--- config.mk ---
export PLATFORM = sky130hd
export DESIGN_NAME = lpmode_ctrl
export DESIGN_NICKNAME = d
export VERILOG_FILES = /design/src/rtl/lpmode_pkg.sv /design/src/rtl/lpmode_decide.sv /design/src/rtl/lpmode_datapath.sv /design/src/rtl/lpmode_ctrl.sv
export SDC_FILE = /design/constraint.sdc
export NUM_CORES = 1
export LEC_CHECK = 0
export BUFFER_PORTS_ARGS = -buffer_cell sky130_fd_sc_hd__buf_4
export CAP_MARGIN = 40
export CORE_UTILIZATION = 31
export DETAILED_ROUTE_END_ITERATION = 12
export MAX_ROUTING_LAYER = met4
export REMOVE_ABC_BUFFERS = 1
export SETUP_SLACK_MARGIN = 0.02
export SLEW_MARGIN = 10
export SYNTH_ARGS = -nofsm -noshare
export SYNTH_HDL_FRONTEND = slang
export SYNTH_SLANG_ARGS = --single-unit
--- constraint.sdc ---
create_clock -name clk -period 1.09 [get_ports clk]
set_clock_uncertainty 0.05 [all_clocks]
set_input_delay 0.218 -clock clk [delete_from_list [all_inputs] [get_ports clk]]
set_output_delay 0.218 -clock clk [all_outputs]
set_load 0.01 [all_outputs]
--- src/rtl/lpmode_pkg.sv ---
package lpmode_pkg;
  parameter int MODE_W = 3;

  typedef enum logic [MODE_W-1:0] {
    MODE_RUN     = 3'd0,
    MODE_WAIT    = 3'd1,
    MODE_STOP    = 3'd2,
    MODE_STANDBY = 3'd3,
    MODE_PARTOFF = 3'd4
  } mode_e;

  typedef struct packed {
    logic  load;
    mode_e nextMode;
    logic  pulseReset;
    logic  pulseExc;
  } lpStrobes_t;
endpackage

--- src/rtl/lpmode_decide.sv ---
module lpmode_decide
  import lpmode_pkg::*;
(
  input  mode_e      curMode,
  input  logic       stopStrobe,
  input  logic       cfgWaitEn,
  input  logic       cfgStopEn,
  input  logic       cfgIllegalExc,
  input  logic       cfgPartialOff,
  input  logic       cfgStandbyReq,
  input  logic       cfgDebugLp,
  input  logic       busSlow,
  input  logic       wakeEvent,
  output lpStrobes_t stb
);
  logic reducedOk;
  logic standbyOk;

  // Reduced regulation is blocked by debug and by the conflicting request pair.
  assign reducedOk = !cfgDebugLp && !(cfgPartialOff && cfgStandbyReq);
  assign standbyOk = reducedOk && cfgStandbyReq && busSlow;

  always_comb begin
    stb = '0;
    stb.nextMode = MODE_RUN;
    if (curMode == MODE_RUN) begin
      if (stopStrobe) begin
        if (cfgWaitEn) begin
          stb.load     = 1'b1;
          stb.nextMode = MODE_WAIT;
        end else if (cfgStopEn) begin
          stb.load = 1'b1;
          if (reducedOk && cfgPartialOff) begin
            stb.nextMode = MODE_PARTOFF;
          end else if (standbyOk) begin
            stb.nextMode = MODE_STANDBY;
          end else begin
            stb.nextMode = MODE_STOP;
          end
        end else if (cfgIllegalExc) begin
          stb.pulseExc = 1'b1;
        end else begin
          stb.pulseReset = 1'b1;
        end
      end else if (standbyOk) begin
        stb.load     = 1'b1;
        stb.nextMode = MODE_STANDBY;
      end
    end else if (wakeEvent) begin
      stb.load     = 1'b1;
      stb.nextMode = MODE_RUN;
    end
  end
endmodule

--- src/rtl/lpmode_datapath.sv ---
module lpmode_datapath
  import lpmode_pkg::*;
(
  input  logic       clk,
  input  logic       rstN,
  input  lpStrobes_t stb,
  input  logic       cfgPartialOff,
  input  logic       cfgStandbyReq,
  output mode_e      curMode,
  output logic       regStandby,
  output logic       logicOff,
  output logic       resetReq,
  output logic       illegalExc,
  output logic       cfgError
);
  logic nextRegStby;
  logic nextOff;

  assign nextRegStby = (stb.nextMode == MODE_STANDBY) || (stb.nextMode == MODE_PARTOFF);
  assign nextOff     = (stb.nextMode == MODE_PARTOFF);

  always_ff @(posedge clk or negedge rstN) begin
    if (!rstN) begin
      curMode    <= MODE_RUN;
      regStandby <= 1'b0;
      logicOff   <= 1'b0;
      resetReq   <= 1'b0;
      illegalExc <= 1'b0;
      cfgError   <= 1'b0;
    end else begin
      if (stb.load) begin
        curMode    <= stb.nextMode;
        regStandby <= nextRegStby;
        logicOff   <= nextOff;
      end
      resetReq   <= stb.pulseReset;
      illegalExc <= stb.pulseExc;
      cfgError   <= cfgPartialOff && cfgStandbyReq;
    end
  end
endmodule

--- src/rtl/lpmode_ctrl.sv ---
module lpmode_ctrl
  import lpmode_pkg::*;
(
  input  logic              clk,
  input  logic              rstN,
  input  logic              stopStrobe,
  input  logic              cfgWaitEn,
  input  logic              cfgStopEn,
  input  logic              cfgIllegalExc,
  input  logic              cfgPartialOff,
  input  logic              cfgStandbyReq,
  input  logic              cfgDebugLp,
  input  logic              busSlow,
  input  logic              wakeEvent,
  output logic [MODE_W-1:0] modeState,
  output logic              regStandby,
  output logic              logicOff,
  output logic              resetReq,
  output logic              illegalExc,
  output logic              cfgError
);
  mode_e      curMode;
  lpStrobes_t stb;

  lpmode_decide u_decide (
    .curMode      (curMode),
    .stopStrobe   (stopStrobe),
    .cfgWaitEn    (cfgWaitEn),
    .cfgStopEn    (cfgStopEn),
    .cfgIllegalExc(cfgIllegalExc),
    .cfgPartialOff(cfgPartialOff),
    .cfgStandbyReq(cfgStandbyReq),
    .cfgDebugLp   (cfgDebugLp),
    .busSlow      (busSlow),
    .wakeEvent    (wakeEvent),
    .stb          (stb)
  );

  lpmode_datapath u_dp (
    .clk          (clk),
    .rstN         (rstN),
    .stb          (stb),
    .cfgPartialOff(cfgPartialOff),
    .cfgStandbyReq(cfgStandbyReq),
    .curMode      (curMode),
    .regStandby   (regStandby),
    .logicOff     (logicOff),
    .resetReq     (resetReq),
    .illegalExc   (illegalExc),
    .cfgError     (cfgError)
  );

  assign modeState = curMode;
endmodule

# Word level (Yosys, flattened, before mapping)
# Cells that the tools add are included.
# totals
ff_bits	8
latch_bits	0
mem_bits_rw	0
rom_bits	0
inputBits	11
output_inout_bits	8
wordCells	31
memories	0
# classes
n_addsub	0
n_mul	0
div	0
magnitude_cmp	0
n_eq_ne	2
shifts	0
mux	14
bitwise_logic	0
n_reduce_logical	9
# ops
cell	n
4-bit two-way mux	6
2-bit two-way mux	4
1-bit logical AND	5
3-bit by 2-bit == test with 1-bit output, second input constant	1
3-bit == test, second input constant	1
3-bit logical NOT	1
1-bit two-way mux	3
3-bit two-way mux	1
1-bit logical NOT	2
1-bit logical OR	1

# Logic depth before layout (Yosys ltp)
# Gate-level depths: netlist (run 1).
# depth
depth_word	13
depth_mapped	4
ltp_nobuf	4

# Modules after synthesis
# A second synthesis (run 1) with hierarchy kept.
# unflattened
hier_cells	39
hier_area_um2	416.6
# by_module_without_submodules
mod	instances	cells_per_inst	area_per_inst_um2
lpmode_datapath	1	19	285.3
lpmode_decide	1	20	131.4

# Worst setup path before layout (run 1)
# Ideal clock, no wire load.
# synth_path
path_type	reg2reg
from	register u_dp.curMode[1]
to	register u_dp.logicOff
setup_time_ns	0.066
arrival_time_ns	1.040
slack_ns	-0.066
path_stages_with_launch	5
n_path_buf	0
period_less_slack_ns	1.156
cell_sequence	dfrtp_1 -> or3_4 -> nand2_2 -> nand3_1 -> nand2_1
# synth_between
elab_chain_len	3
# synth_lines
item	line	source
from (decl)	lpmode_datapath.sv:9	output mode_e curMode,
from (signal assigned)	lpmode_datapath.sv:32	curMode <= stb.nextMode;
3-bit logical NOT (*)	lpmode_decide.sv:26	if (curMode == MODE_RUN) begin
4-bit two-way mux (*)	lpmode_decide.sv:26	
3-bit == test	lpmode_datapath.sv:20	assign nextOff = (stb.nextMode == MODE_PARTOFF);
to (signal assigned)	lpmode_datapath.sv:34	logicOff <= nextOff;
to (decl)	lpmode_datapath.sv:11	output logic logicOff,
# Mark *: on every way between the ends. The rest lies on a longest branch, timed or not.
# A chain may end at the register's enable or synchronous reset.

# Worst setup path after layout (run 1)
# layout_path
from	register u_dp.curMode[1]
to	output modeState[1]
# layout_rtl
item	line	source
to (decl)	lpmode_ctrl.sv:15	output logic [MODE_W-1:0] modeState,
# No word-level cell between the ends.

==> flow_summary.yaml, run 1 <==
clock_tree:
  clkSinkCount: 8
  cts_root_buf: "clkbuf_4"
  clk_pin_slew_ns: 0.06
  cts_buffer_depth: 2
  cts_buffers: 3
  clk_latency_ns: 0.26
  htreeDepth: 1
  cts_tree: "done"
synthesis:
  seq_area_frac_synth: 0.476
  yosys.area.top_type: "dfrtp_1"
  synth-edff-count: 0
  synth_top_area_frac: 0.476
  async_flop_share: 1.00
  mappedNetlistArea_um2: 420
  synthCells: 42
  ys_types: 24
  yosys_most_used_dff: "dfrtp_1"
  synth_seq_cells: 8
  synth.avg_cell_area_um2: 10.0
  synth_top_cells_by_area: "dfrtp_1 48%, nand3_1 3.6%, nand2_1 3.6%"
  ys_warn_count: 0
global_routing:
  grt_antenna_before_repair: 0
  grt_overflow: 0
  grt_max_degree: 9
  grt_pass1_wl_mm: 1.63
  grtUsageTotal: 0.175
  grt_pass1_vias: 361
drt:
  drc_errors: 0
  postRouteAntennaNets: 0
  viasPerCell: 4.86
  wl_per_cell_um: 11.0
  drt_wl_total_um: 914
  first_pass_iters: 4
  vias: 403
  drt_iter0_drc: 13
pwr:
  vdd_ir_drop_max_uv: 695
  leakage_nw: 0.331
  finalPower_uw: 824
  pwr_density_cell_mw_per_mm2: 1190
floorplan:
  pin_count: 19
  start_util: 0.354
  fp.coreArea_mm2: 0.00119
  die_h_um: 38.8
  dieWidth_um: 38.8
  die_area_mm2: 0.00151
  fp-row-count: 12
sta:
  rsz0062_at_grt: "yes"
  final.setup.worst_slack_ns: -0.114
  hold_violations: 0
  slew_headroom: 0.827
  post-route-period-util: 1.10
  period_needed_ns: 1.20
  worst_pin_slew_ns: 0.259
  finalSetupViolCount: 8
  fmax_ghz: 0.831
  slew_viol_final: 0
final_layout:
  num_antenna_cells: 0
  fin_nets: 82
  area_growth_pct: 64.3
  drive_gt1_frac: 0.536
  stdcell_count: 83
  fillers: 114
placed_design:
  routabilityCongestion: 0.817
  dp_cells: 78
  portBuffers: 18
  dp_hpwl_um: 669
worst_hold_path:
  hold_path_class: "in2reg"
  min_from: "cfgIllegalExc"
  min_path_cells: 2
run_status:
  status: "complete, but fails checks"
  violations: "negative setup slack"
setup_path:
  crit_path_max_fanout: 4
  ff2ff_path_depth: 4
  crit_type: "reg2out"
  critPathRequiredTime_ns: 0.82
  crit_path_start: "u_dp.curMode[1]"
  end_kind: "primary output"
  arrival_ns: 0.94
  rr_startpoint: "u_dp.curMode[0]"
  start_kind: "register"
run:
  cap_viol_max_count: 0
-- cells in the final DEF, fill, tap and decap left out, types with 2 or more instances in the layout --
cell / instances
nand2b_1: 2
o22ai_2: 2
inv_1: 3
buf_6: 6
clkbuf_4: 3
nor3b_1: 2
a21oi_1: 2
dfrtp_1: 6
nand3_1: 2
nand2_1: 4
dfrtp_2: 2
buf_4: 17
o21ai_1: 2
-- cell usage after synthesis, types with 2 or more instances --
| library cell | count |
|---|---|
| a21oi_1 | 2 |
| nor3b_1 | 2 |
| dfrtp_1 | 8 |
| inv_1 | 3 |
| nand3_1 | 3 |
| o21ai_0 | 2 |
| nand2_1 | 4 |
| nand2b_1 | 2 |
-- critical path, cell delays in order (launching register included) --
cell and delay, ns:
dfrtp_2 0.44, buf_6 0.13, buf_6 0.11
-- routing by layer --
metal | routed length [µm] | GRT usage | vias up
met3 | 48 | 0.0694 | 4
li1 | - | - | 206
met1 | 425 | 0.224 | 179
met4 | 19 | 0.103 | 0
met5 | 0 | - | -
met2 | 421 | 0.229 | 14
-- area by class of cell --
class	instances	area, µm²	share of cell area
sequential	8	203	0.293
inverter	4	15.0	0.0217
clock buffer	3	22.5	0.0326
tap	14	17.5	0.0254
multi-input combinational	30	228	0.330
timing repair buffer	24	205	0.297
-- stage by stage --
step           utilization  cell area [µm²]  setup WS (ns)  TNS [ns]  hold WS [ns]
2_1_floorplan            -              420        -0.0665    -0.139        -0.128
3_3_place_gp         0.508              603        -0.0951    -0.372      -0.00733
3_5_place_dp         0.508              603        -0.0787    -0.257      -0.00645
4_1_cts              0.557              661         -0.112    -0.658        0.0688
5_1_grt              0.582              691         -0.146     -1.08        0.0686
6_report             0.582              691         -0.114    -0.529        0.0756
-- kinds of logic after synthesis --
group	after synthesis	synth area share
compound gates	9	0.158
flops	8	0.476
buf+inv	4	0.0357
simple gates	21	0.330
-- path summary, 6_finish.rpt --
kind	end	slack, ns
worst max-delay path	modeState[1]	-0.11
worst min-delay path	u_dp.resetReq	0.08
worst max register to register	u_dp.regStandby	-0.09
worst min register to register	u_dp.regStandby	0.44
max in group asynchronous	u_dp.curMode[2]	0.59
min in group asynchronous	u_dp.cfgError	0.26
-- registers in the layout, indices dropped and copies added, names as in the netlist --
register,flops
u_dp.illegalExc,1
u_dp.cfgError,1
u_dp.regStandby,1
u_dp.resetReq,1
u_dp.logicOff,1
u_dp.curMode,3
-- power by group --
part	switching [mW]	internal [mW]	total, mW
clock	0.0997	0.126	0.226
sequential	0.0231	0.320	0.343
combinational	0.110	0.145	0.255
-- repair_timing --
item                                   in CTS  in global routing
setup endpoints to repair                  10                 11
endpoints found under the hold margin       8                  0
hold buffers                                1                  0
pin swaps                                   2                  5
buffers inserted                            0                  1
gates resized for setup                     6                  7
Note: power is estimated with default switching activity, not from simulation.
==> run 2: changes to the inputs <==
- CAP_MARGIN: 40 -> not set
- SYNTH_HIERARCHICAL: not set -> 1
- clock period: 1.09 -> 1.5 ns (I/O delays scaled with it)
==> run 2 against run 1 <==
Net effect: the run still ends with negative setup slack left; sequential power is 20% lower; hold slack improved by 0.076 ns; global-route usage fell by 0.12 points; setup slack worse by 0.024 ns; register-to-register slack worse by 0.05 ns; sequential share of layout area shrank 1.5 points; first-iteration DRC count shrank 23%; core utilization is 3.1 points higher; non-clock buffer count is 6 higher; critical path type is now reg2reg; largest cell class unchanged.
==> flow_summary.yaml, run 2 <==
floorplan:
  start_util: 0.356
  die_h_um: 38.7
  pin_count: 19
  fp.coreArea_mm2: 0.00117
  dieWidth_um: 38.7
  fp-row-count: 12
  die_area_mm2: 0.00149
clock_tree:
  clkSinkCount: 8
  cts_tree: "done"
  htreeDepth: 1
  cts_root_buf: "clkbuf_4"
  clk_latency_ns: 0.25
  clk_pin_slew_ns: 0.06
  cts_buffer_depth: 2
  cts_buffers: 3
sta:
  post-route-period-util: 1.09
  fin_setup_tns_ns: -0.568
  slew_headroom: 0.643
  final.setup.worst_slack_ns: -0.138
  fmax_ghz: 0.611
  slew_viol_final: 0
  hold_ws_ns: 0.151
  hold_violations: 0
  rsz0062_at_grt: "yes"
  period_needed_ns: 1.64
  worst_pin_slew_ns: 0.534
  finalSetupViolCount: 5
setup_path:
  critPathRequiredTime_ns: 1.59
  worst_path_max_delay_cell: "or3_4"
  critPathBufInv: 0
  start_kind: "register"
  slowest_delay_ns: 0.43
  crit_path_max_fanout: 4
  crit_family: "simple AND/OR/NAND/NOR gates"
  cp_cell_sequence: "or3_4, o31ai_4, mux2_2"
  crit_type: "reg2reg"
  arrival_ns: 1.73
  end_kind: "register"
final_layout:
  area_growth_pct: 72.4
  num_antenna_cells: 0
  fin_nets: 84
  regMostFlops: "u_dp/curMode"
  drive_gt1_frac: 0.592
  layout_common_cells: "28 x buf_4, 8 x dfrtp_1, 3 x clkbuf_4, 3 x nand2_1, 3 x nor2_1"
  final_cell_area_um2: 718
  final_common_cell: "buf_4"
  utilization: 0.613
  largest_reg_flops: 3
  stdcell_count: 85
synthesis:
  yosys_most_used_dff: "dfrtp_1"
  synth.avg_cell_area_um2: 10.7
  ys_warn_count: 6
  yosys.area.top_type: "dfrtp_1"
  synthCells: 39
  synth_top_area_frac: 0.480
  async_flop_share: 1.00
  synth_top_cells_by_area: "dfrtp_1 48%, mux2_2 8.1%, nand2_1 3.6%"
  yosysMostFrequentCell: "dfrtp_1"
  synth-edff-count: 0
  ys_types: 21
  seq_area_frac_synth: 0.480
  mappedNetlistArea_um2: 417
  synthTopCellsByCount: "8 x dfrtp_1, 4 x nand2_1, 4 x nor2_1"
  synth_seq_cells: 8
pwr:
  leakage_nw: 0.363
  pwr_density_cell_mw_per_mm2: 1270
  vdd_ir_drop_max_uv: 811
  finalPower_uw: 914
global_routing:
  grt_antenna_before_repair: 0
  grt_pass1_vias: 411
  grt_max_degree: 9
  grt_pass1_wl_mm: 1.66
  grtUsageTotal: 0.174
  grt_overflow: 0
run_status:
  status: "complete, but fails checks"
  violations: "negative setup slack"
placed_design:
  dp_cells: 81
  portBuffers: 18
  place_ws_ns: -0.198
  routabilityCongestion: 0.775
  place_area_um2: 647
drt:
  drt_iter0_drc: 10
  drc_errors: 0
  wl_per_cell_um: 13.0
  drt_wl_total_mm: 1.10
  viasPerCell: 4.80
  vias: 408
  first_pass_iters: 3
  postRouteAntennaNets: 0
run:
  cap_viol_max_count: 0
worst_hold_path:
  hold_path_class: "in2reg"
[run 2: changes by cell type after synthesis, moves of 2 or more]
cell,change
nand3_1,-3
mux2_2,+3
nand2b_1,-2
nor2_1,+3
[run 2: repair_timing]
action,4_1_cts,5_1_grt
hold endpoints to repair,8,0
buffers inserted,1,0
hold buffers,1,0
resized for setup,4,4
pin swaps,4,1
endpoints found under the setup margin,5,5
[run 2: cell families (layout without fill, tap and decap cells)]
family,after synthesis,count (layout),share of synthesized area
and+or+nand+nor,19,19,0.294
AOI/OAI and AO/OA,5,5,0.0901
buffers and inverters,3,35,0.0300
muxes,4,4,0.105
DFF,8,8,0.480
[run 2: worst register-to-register path: cells and delay by family (launching register included)]
| kind | cells | cell delay (ns) |
|---|---|---|
| multiplexers | 1 | 0.38 |
| flip-flops | 1 | 0.37 |
| AND/OR/NAND/NOR | 1 | 0.43 |
| AO/OA/AOI/OAI | 1 | 0.29 |
[run 2: area by class of cell]
cell class / count / area, µm²
Clock buffer: 3 / 22.5
Fill cell: 98 / 453
Tap cell: 14 / 17.5
Timing Repair Buffer: 30 / 231
Sequential cell: 8 / 200
Inverter: 2 / 7.51
Multi-Input combinational cell: 28 / 239
[run 2: worst paths after layout]
kind                                       from         endpoint  slack (ns)  cells after the start
worst min-delay path              cfgIllegalExc    u_dp/resetReq        0.15                      2
worst max register to register  u_dp/curMode[0]  u_dp/curMode[1]       -0.14                      3
max in group asynchronous                  rstN    u_dp/cfgError        0.91                      2
min in group asynchronous                  rstN  u_dp/illegalExc        0.35                      2
worst min register to register    u_dp/logicOff    u_dp/logicOff        0.48                      2
worst max-delay path            u_dp/curMode[0]  u_dp/curMode[1]       -0.14                      3
[run 2: layer usage]
| layer | routed length, µm | track usage |
|---|---|---|
| met2 | 563 | 0.292 |
| met3 | 56 | 0.0867 |
| met5 | 0 | - |
| met4 | 23 | 0.0603 |
| met1 | 460 | 0.174 |
[run 2: where the power goes]
group / leakage, nW / internal, mW / switching [mW]
clock network: 0.0138 / 0.0914 / 0.0714
logic: 0.242 / 0.263 / 0.214
registers: 0.107 / 0.255 / 0.0189
total: 0.363 / 0.609 / 0.305
==> run 3: changes to the inputs <==
- ABC_AREA: not set -> 1
==> run 3 against run 2 <==
Net effect: the flow now finishes without violations; routed wire length decreased by 24%; hold slack better by 0.013 ns; non-clock buffer count shrank 11; critical path depth is 6 higher; total power down 5.5%; sequential share of layout area increased by 2.8 points; core utilization is 13 points lower; synthesized cell count grew 64%; setup slack better by 0.30 ns; final area down 9.1%; via count is 5.9% higher; sequential cell count did not move; critical path type unchanged.
==> flow_summary.yaml, run 3 <==
synthesis:
  yosys_most_used_dff: "dfrtp_1"
  synth-compound-area-share: 0
  yosysMostFrequentCell: "nand2_1"
  mappedNetlistArea_um2: 464
  ys_types: 12
  synth-xor-area-share: 0
  synth_simple_gate_area_share: 0.464
  synth_top_family_by_area: "simple AND/OR/NAND/NOR gates"
  synthTopCellsByCount: "20 x nand2_1, 10 x nor2_1, 8 x dfrtp_1"
  synth.avg_cell_area_um2: 7.25
  yosys.area.top_type: "dfrtp_1"
  ys_warn_count: 6
  synth_seq_cells: 8
  async_flop_share: 1.00
  synth_top_area_frac: 0.431
  synth_top_cells_by_area: "dfrtp_1 43%, nand2_1 16%, nor2_1 8.1%"
  synthAdderAreaFrac: 0
  seq_area_frac_synth: 0.431
  synth-edff-count: 0
  synthCells: 64
  synthMuxAreaShare: 0
placed_design:
  dp_cells: 97
  routabilityCongestion: 0.728
  place_ws_ns: 0.155
  dp_hpwl_um: 679
  place_area_um2: 618
  portBuffers: 18
sta:
  period_needed_ns: 1.34
  hold_ws_ns: 0.164
  rsz0062_at_grt: "no"
  fin_setup_tns_ns: 0
  final.setup.worst_slack_ns: 0.164
  slew_viol_final: 0
  worst_pin_slew_ns: 0.263
  finalSetupViolCount: 0
  slew_headroom: 0.823
  hold_violations: 0
  fmax_ghz: 0.749
  post-route-period-util: 0.890
pwr:
  clkPwrFrac: 0.184
  finalPower_uw: 863
  vdd_ir_drop_max_uv: 578
  sequentialPowerShare: 0.343
  leakage_nw: 0.386
  internal-power_uw: 519
  switching_share: 0.399
  p_switching_uw: 345
  pwr_density_cell_mw_per_mm2: 1320
  combPwrFrac: 0.473
floorplan:
  dieWidth_um: 40.7
  fp.coreArea_mm2: 0.00135
  die_h_um: 40.7
  pin_count: 19
  start_util: 0.344
  die_area_mm2: 0.00166
  fp-row-count: 13
worst_hold_path:
  hold_path_class: "in2reg"
clock_tree:
  clk_pin_slew_ns: 0.05
  clkSinkCount: 8
  cts_tree: "done"
  htreeDepth: 1
  cts_root_buf: "clkbuf_4"
  clk_latency_ns: 0.25
  cts_buffer_depth: 2
  postCtsSetupRepairBufs: 0
  cts_buffers: 3
global_routing:
  grt_antenna_before_repair: 0
  grt_max_degree: 9
  grt_overflow: 0
  grtUsageTotal: 0.149
  grt_pass1_wl_mm: 1.56
  grt_pass1_vias: 420
final_layout:
  final_common_cell: "nand2_1"
  drive_gt1_frac: 0.419
  layout_common_cells: "20 x nand2_1, 18 x buf_4, 9 x nor2_1, 8 x dfrtp_1, 7 x inv_1"
  stdcell_count: 101
  largest_reg_flops: 3
  final_cell_area_um2: 653
  area_growth_pct: 40.7
  utilization: 0.484
  num_antenna_cells: 0
  fin_nets: 99
  regMostFlops: "u_dp/curMode"
setup_path:
  arrival_ns: 1.47
  start_kind: "register"
  crit_path_max_fanout: 5
  critPathRequiredTime_ns: 1.64
  end_kind: "register"
  crit_type: "reg2reg"
run:
  cap_viol_max_count: 0
drt:
  postRouteAntennaNets: 0
  first_pass_iters: 2
  drc_errors: 0
  viasPerCell: 4.28
  drt_iter0_drc: 5
  drt_wl_total_um: 839
  vias: 432
  wl_per_cell_um: 8.31
run_status:
  status: "finished clean"
==> run 3: layout make-up <==
type	count	area (µm²)
Fill cell	141	697
Multi-Input combinational cell	43	218
Sequential cell	8	200
Timing Repair Buffer	19	145
Inverter	13	48.8
Clock buffer	3	22.5
Tap cell	15	18.8
==> run 3: metal layers <==
layer / vias to the layer above / routed length, µm / global-route usage
met5: - / 0 / -
met4: 0 / 19 / 0.125
met2: 16 / 374 / 0.230
li1: 235 / - / -
met1: 179 / 400 / 0.172
met3: 2 / 45 / 0.0163
==> run 3: final timing paths <==
check | to | from | slack (ns) | cells after the start
setup / recovery | u_dp/regStandby | u_dp/curMode[1] | 0.16 | 9
hold / removal | u_dp/resetReq | cfgIllegalExc | 0.16 | 2
setup reg to reg | u_dp/regStandby | u_dp/curMode[1] | 0.16 | 9
hold reg to reg | u_dp/logicOff | u_dp/logicOff | 0.43 | 2
max in group asynchronous | u_dp/cfgError | rstN | 0.91 | 2
min in group asynchronous | u_dp/curMode[2] | rstN | 0.36 | 2
==> run 3: power groups by stage <==
stage / Combinational (mW) / Sequential [mW] / Clock, mW
detailed placement: 0.402 / 0.301 / 0
CTS: 0.406 / 0.297 / 0.170
global route: 0.470 / 0.304 / 0.176
floorplan: 0.249 / 0.316 / 0
finish: 0.408 / 0.296 / 0.159
global placement: 0.401 / 0.302 / 0
==> run 3: kinds of logic (layout without fill, tap and decap cells) <==
logic type / after synthesis / count (layout)
simple gates: 43 / 43
buf+inv: 13 / 35
flops: 8 / 8
==> run 3: what timing repair did <==
item,in CTS,in global routing
endpoints found under the setup margin,0,2
hold buffers,1,0
endpoints found under the hold margin,8,0
resized for setup,0,1
==> run 3: worst max-delay path, cell delays in order, from the launching register on <==
cell and delay, ns:
dfrtp_1 0.39, nor2_1 0.14, nand2_2 0.10, nor2_1 0.11, nand2_1 0.05, nand2_1 0.14
inv_2 0.10, nor2_4 0.10, nand2_2 0.05, nand3_2 0.06
